$ cat config.mk
export PLATFORM = sky130hd
export DESIGN_NAME = lin_hdr_filter
export DESIGN_NICKNAME = d
export VERILOG_FILES = /design/src/rtl/lin_hdr_filter.sv
export SDC_FILE = /design/constraint.sdc
export NUM_CORES = 1
export LEC_CHECK = 0
export BUFFER_PORTS_ARGS = -buffer_cell sky130_fd_sc_hd__buf_4
export CAP_MARGIN = 40
export CORE_AREA = 3 3 40 42
export CTS_CLUSTER_DIAMETER = 150
export CTS_CLUSTER_SIZE = 20
export DETAILED_ROUTE_END_ITERATION = 8
export DIE_AREA = 0 0 43 45
export PLACE_DENSITY = 0.82
export SETUP_SLACK_MARGIN = 0.02
export SYNTH_ARGS = -nofsm -noshare
export SYNTH_HDL_FRONTEND = slang
export SYNTH_SLANG_ARGS = --single-unit
$ cat constraint.sdc
create_clock -name clk -period 4 [get_ports clk]
set_input_delay 0.8 -clock clk [delete_from_list [all_inputs] [get_ports clk]]
set_output_delay 0.8 -clock clk [all_outputs]
set_load 0.03 [all_outputs]
$ cat src/rtl/lin_hdr_filter.sv
module lin_hdr_filter #(
  parameter int W = 8,
  parameter logic [W-1:0] SYNC_VAL = 8'h55
) (
  input  logic         clk,
  input  logic         rst_n,
  input  logic         en,
  input  logic [1:0]   hdr_mode,
  input  logic [W-1:0] match_id,
  input  logic         rx_valid,
  input  logic [W-1:0] rx_data,
  input  logic         rx_break,
  input  logic         flag_clr,
  output logic         fwd_valid,
  output logic [W-1:0] fwd_data,
  output logic         rx_open,
  output logic         hdr_flag,
  output logic         sync_err
);

  typedef enum logic [2:0] {S_IDLE, S_SYNC, S_ID, S_OPEN, S_SHUT} st_t;

  st_t  st, nxt;
  logic set_h, set_e;
  logic full;

  assign full      = hdr_mode[1];
  assign rx_open   = !en || st == S_OPEN || (st == S_IDLE && !full);
  assign fwd_valid = rx_valid && rx_open && !(en && rx_break);
  assign fwd_data  = rx_data;

  always_comb begin
    nxt   = st;
    set_h = 1'b0;
    set_e = 1'b0;
    if (!en) begin
      nxt = S_IDLE;
    end else if (rx_break) begin
      nxt   = (hdr_mode == 2'd0) ? S_OPEN : S_SYNC;
      set_h = (hdr_mode == 2'd0);
    end else if (rx_valid) begin
      case (st)
        S_SYNC: begin
          if (!full) begin
            set_h = 1'b1;
            set_e = rx_data != SYNC_VAL;
            nxt   = S_OPEN;
          end else if (rx_data == SYNC_VAL) begin
            nxt = S_ID;
          end else begin
            set_h = 1'b1;
            set_e = 1'b1;
            nxt   = S_SHUT;
          end
        end
        S_ID: begin
          set_h = 1'b1;
          nxt   = (rx_data == match_id) ? S_OPEN : S_SHUT;
        end
        default: ;
      endcase
    end
  end

  always_ff @(posedge clk or negedge rst_n) begin
    if (!rst_n) begin
      st       <= S_IDLE;
      hdr_flag <= 1'b0;
      sync_err <= 1'b0;
    end else begin
      st       <= nxt;
      hdr_flag <= set_h | (hdr_flag & !flag_clr);
      sync_err <= set_e | (sync_err & !flag_clr);
    end
  end

endmodule


**Yosys cells after proc, flatten, opt, wreduce, memory -nomap -nowiden**

Index checks and enable logic that the tools add are counted.

- Logic and storage cells: 47
- Output and inout port bits: 12
- Bits of input ports: 24
- Flip-flop bits (word level): 5

- Reductions and logical operators: 13
- Bitwise logic cells: 4
- Muxes and demuxes: 19
- Equal/unequal tests: 8

Operator list:

| cell | count |
|---|---|
| $mux W3 | 6 |
| $mux W1 | 10 |
| $eq A8 B7 Y1 const B | 1 |
| $eq A8 B8 Y1 | 1 |
| $ne A8 B7 Y1 const B | 1 |
| $eq A3 B2 Y1 const B | 2 |
| $pmux W3 S2 | 1 |
| $logic_and A1 B1 Y1 | 4 |
| $logic_not A1 Y1 | 4 |
| $ne A4 B1 Y1 const B | 1 |
| $eq A3 B1 Y1 const B | 1 |
| $logic_not A3 Y1 | 1 |
| $ne A3 B1 Y1 const B | 1 |
| $and A1 B1 Y1 | 2 |
| $logic_not A2 Y1 | 1 |
| $logic_or A1 B1 Y1 | 2 |
| $mux W2 | 1 |
| $or A1 B1 Y1 | 2 |
| $pmux W1 S2 | 1 |
| $reduce_and A2 Y1 | 1 |

**Longest topological paths before layout**

- Depth in word-level cells: 8
- Depth in mapped cells: 4
- Mapped depth without buffers: 4

**Least setup slack after synthesis**

Ideal clock, no wire load.

- Path kind: in2out
- From: input port hdr_mode[1]
- To: output port fwd_valid
- Data arrival time: 2.152 ns
- Buffers on the path: 0
- Stages: 4
- Data required time: 3.200 ns
- Setup slack: 1.048 ns
- Cell sequence: nor3_1 -> a21oi_1 -> o21ai_0 -> and3_1

- Word-level cells in the longest chain between the ends: 5

RTL lines:

| item | RTL line | RTL |
|---|---|---|
| from (decl) | 8 | `input logic [1:0] hdr_mode,` |
| $logic_not A1 Y1 | n/a |  |
| $logic_and A1 B1 Y1 | 28 | `assign rx_open = !en \|\| st == S_OPEN \|\| (st == S_IDLE && !full);` |
| $logic_or A1 B1 Y1 | 28 |  |
| net rx_open | 16 | `output logic rx_open,` |
| $logic_and A1 B1 Y1 (2 in a row) | 29 | `assign fwd_valid = rx_valid && rx_open && !(en && rx_break);` |
| to (decl) | 14 | `output logic fwd_valid,` |

The timed path passes the listed nets, and every way through them passes these cells.

**Worst setup path after layout**

- From: input port hdr_mode[1]
- To: output port fwd_valid

- Word-level cells in the longest chain between the ends: 5

RTL lines:

| item | RTL line |
|---|---|
| $logic_not A1 Y1 | n/a |
| $logic_and A1 B1 Y1 | 28 |
| $logic_or A1 B1 Y1 | 28 |
| $logic_and A1 B1 Y1 (2 in a row) | 29 |

No other way between the ends.

==> results.toml <==
[route]
drcViolationCount = 0
viasPerCell = 5.20
via_count = 525
initialDrtViolationCount = 5
wl_um = 1230
ant_nets = 0
dr.pass1.iters = 4
drt-wirelength-per-cell_um = 12.2

[worst_setup_path]
slowest_stage = "o21ai_0"
crit_required_ns = 3.20
crit_family = "simple AND/OR/NAND/NOR gates"
critical_path_cell_count = 6
crit_path_start_kind = "input pin"
cp.arrival_ns = 1.63
reg2regPathDepth = 4
cpPeakStageDelay_ns = 0.19
crit_chain = "buf_4 > nor3_1 > a21oi_1 > o21ai_0 > and3_1 > buf_4"
path_class = "in -> out"
critPathBufInv = 2
path_max_fanout = 4
path_common_cell = "buf_4"
crit_path_end_kind = "output port"

[sta]
layout_min_cycle_time_ns = 2.43
worst_slew_pin_slew_ns = 0.319
hold_ws_ns = 0.353
slew_headroom = 0.786
drv_slew = 0
finalHoldViolCount = 0
finalSetupViolations = 0
rsz0062_at_grt = "no"
finalClockSkew_ns = 0.00193
final.period_utilization = 0.609
max_freq_ghz = 0.411
tns_ns = 0

[status]
status = "finished, final reports clean"

[synthesis]
synth_area_per_cell_um2 = 8.87
yosysSeqAreaShare = 0.256
synth_ff_type = "dfrtp_1"
async_flop_share = 1.00
ys_warn_count = 0
synthCells = 55
syn-num-nets = 79
ys_types = 25
netlist.area_leader.share = 0.256
synth_top_cell_by_area = "dfrtp_1"
synth-seq-cells = 5
synth_area_um2 = 488
ys_top_cells_by_area = "dfrtp_1 (26%), xor2_1 (14%), buf_4 (12%)"
synth_edf_count = 0

[placement]
dp.cells = 97
place_area_um2 = 709
dp_hpwl_um = 1050
place.gp.congestion = 0.754
portBuffers = 35

[min_path]
hold_path_class = "in -> async"

[clock_network]
clock-root-buffer = "clkbuf_4"
path_clk_slew_ns = 0.04
htree_num_levels = 1
cts_tree = "yes"
cts_resized = 0
cts_buffers = 3
post_cts_buffers = 0
holdBufCountCts = 0
clkSinkCount = 5
insertion_delay_ns = 0.24
clockBufferDepth = 2

[global_routing]
track_usage = 0.137
overflow = 0
antenna_found_initial = 0
grt_pass1_wl_um = 2010
grt_max_degree = 9
grt_pass1_vias = 516

[layout]
seq_area_um2 = 125
layout-drive-gt1-share = 0.465
areaGrowthSynthToFinish_pct = 50.8
design_area_um2 = 736
fill_cells = 114
final_nets = 111
multi_input_area_um2 = 292
final-instance-count-excl-fill = 101
diodes = 0

[power_and_ir_drop]
p_per_area_mw_per_mm2 = 263
irDropWorstVdd_v = 0.000193
leakage_nw = 0.372

[die]
ios = 36
dieArea_mm2 = 0.00194
die_y_um = 45
core_mm2 = 0.00128
rows = 13
initial_core_util = 0.380
die_x_um = 43

[flow_run]
drv_cap = 0
## cells in the mapped netlist, types with 2 or more instances
cell type and count:
xor2_1 8, nand2_1 2, buf_4 8, and3_1 2, nor3_1 2, dfrtp_1 5
nand4bb_1 2, o21ai_0 4, a21oi_1 2, inv_1 3, nor4_1 2, nand2b_1 2
## per-layer routing
| metal | GRT usage | share of wire | up-vias |
|---|---|---|---|
| met2 | 0.237 | 0.45 | 32 |
| met1 | 0.150 | 0.40 | 238 |
| met3 | 0.0677 | 0.15 | 0 |
| li1 | - | - | 255 |
| met5 | 0 | 0 | - |
| met4 | 0.0361 | 0 | 0 |
## sequential cells by signal (all words and copies together) (netlist names)
| name | flops |
|---|---|
| sync_err | 1 |
| hdr_flag | 1 |
| st | 3 |
## where the power goes
| part | switching, mW | internal, mW |
|---|---|---|
| clock | 0.0202 | 0.0377 |
| combinational | 0.0385 | 0.0372 |
| sequential | 0.00465 | 0.0550 |
## final timing paths
| check | to | startpoint | slack (ns) |
|---|---|---|---|
| worst max register to register | hdr_flag | st[1] | 2.54 |
| worst min-delay path | sync_err | rst_n | 0.35 |
| max in group asynchronous | hdr_flag | rst_n | 3.54 |
| worst min register to register | sync_err | sync_err | 0.50 |
| worst max-delay path | fwd_valid | hdr_mode[1] | 1.57 |
| min in group clk | sync_err | sync_err | 0.50 |
## logic make-up (layout without fill, tap and decap cells)
family          Yosys count  in the layout  synth area share
simple gates             17             17             0.236
compound gates           13             13             0.200
buf+inv                  11             42             0.146
xor+xnor                  9              9             0.162
flops                     5              5             0.256
## placed cells by master (no fill, tap or decap), drive strengths merged
cell type / netlist / final
nor2: 1 / 1
a2111oi: 1 / 1
nand2b: 2 / 2
o21bai: 1 / 1
o2bb2ai: 1 / 1
a221o: 1 / 1
or4b: 1 / 1
o21ai: 4 / 4
o211a: 1 / 1
nand3: 1 / 1
and2: 1 / 1
a41o: 1 / 1
xor2: 8 / 8
nor3b: 1 / 1
dfrtp: 5 / 5
nor4: 2 / 2
inv: 3 / 3
nand4bb: 2 / 2
xnor2: 1 / 1
a31oi: 1 / 1
clkbuf: 0 / 4
nor3: 2 / 2
nand2: 2 / 2
a21oi: 2 / 2
and3: 2 / 2
buf: 8 / 35
## through the flow
stage	setup WS [ns]	utilization	total power [mW]
after global routing	1.50	0.573	0.209
after global placement	1.59	0.552	0.136
after floorplan	1.05	-	0.103
final	1.57	0.573	0.193
after CTS	1.55	0.573	0.197
after detailed placement	1.55	0.552	0.137
## cell type report
class | instances | share of cell area
multi-input cells | 39 | 0.396
well taps | 15 | 0.0255
clock buffers | 4 | 0.0357
inverters | 3 | 0.0153
flip-flops and latches | 5 | 0.170
repair buffers | 35 | 0.357
Note: power is estimated with default switching activity, not from simulation.
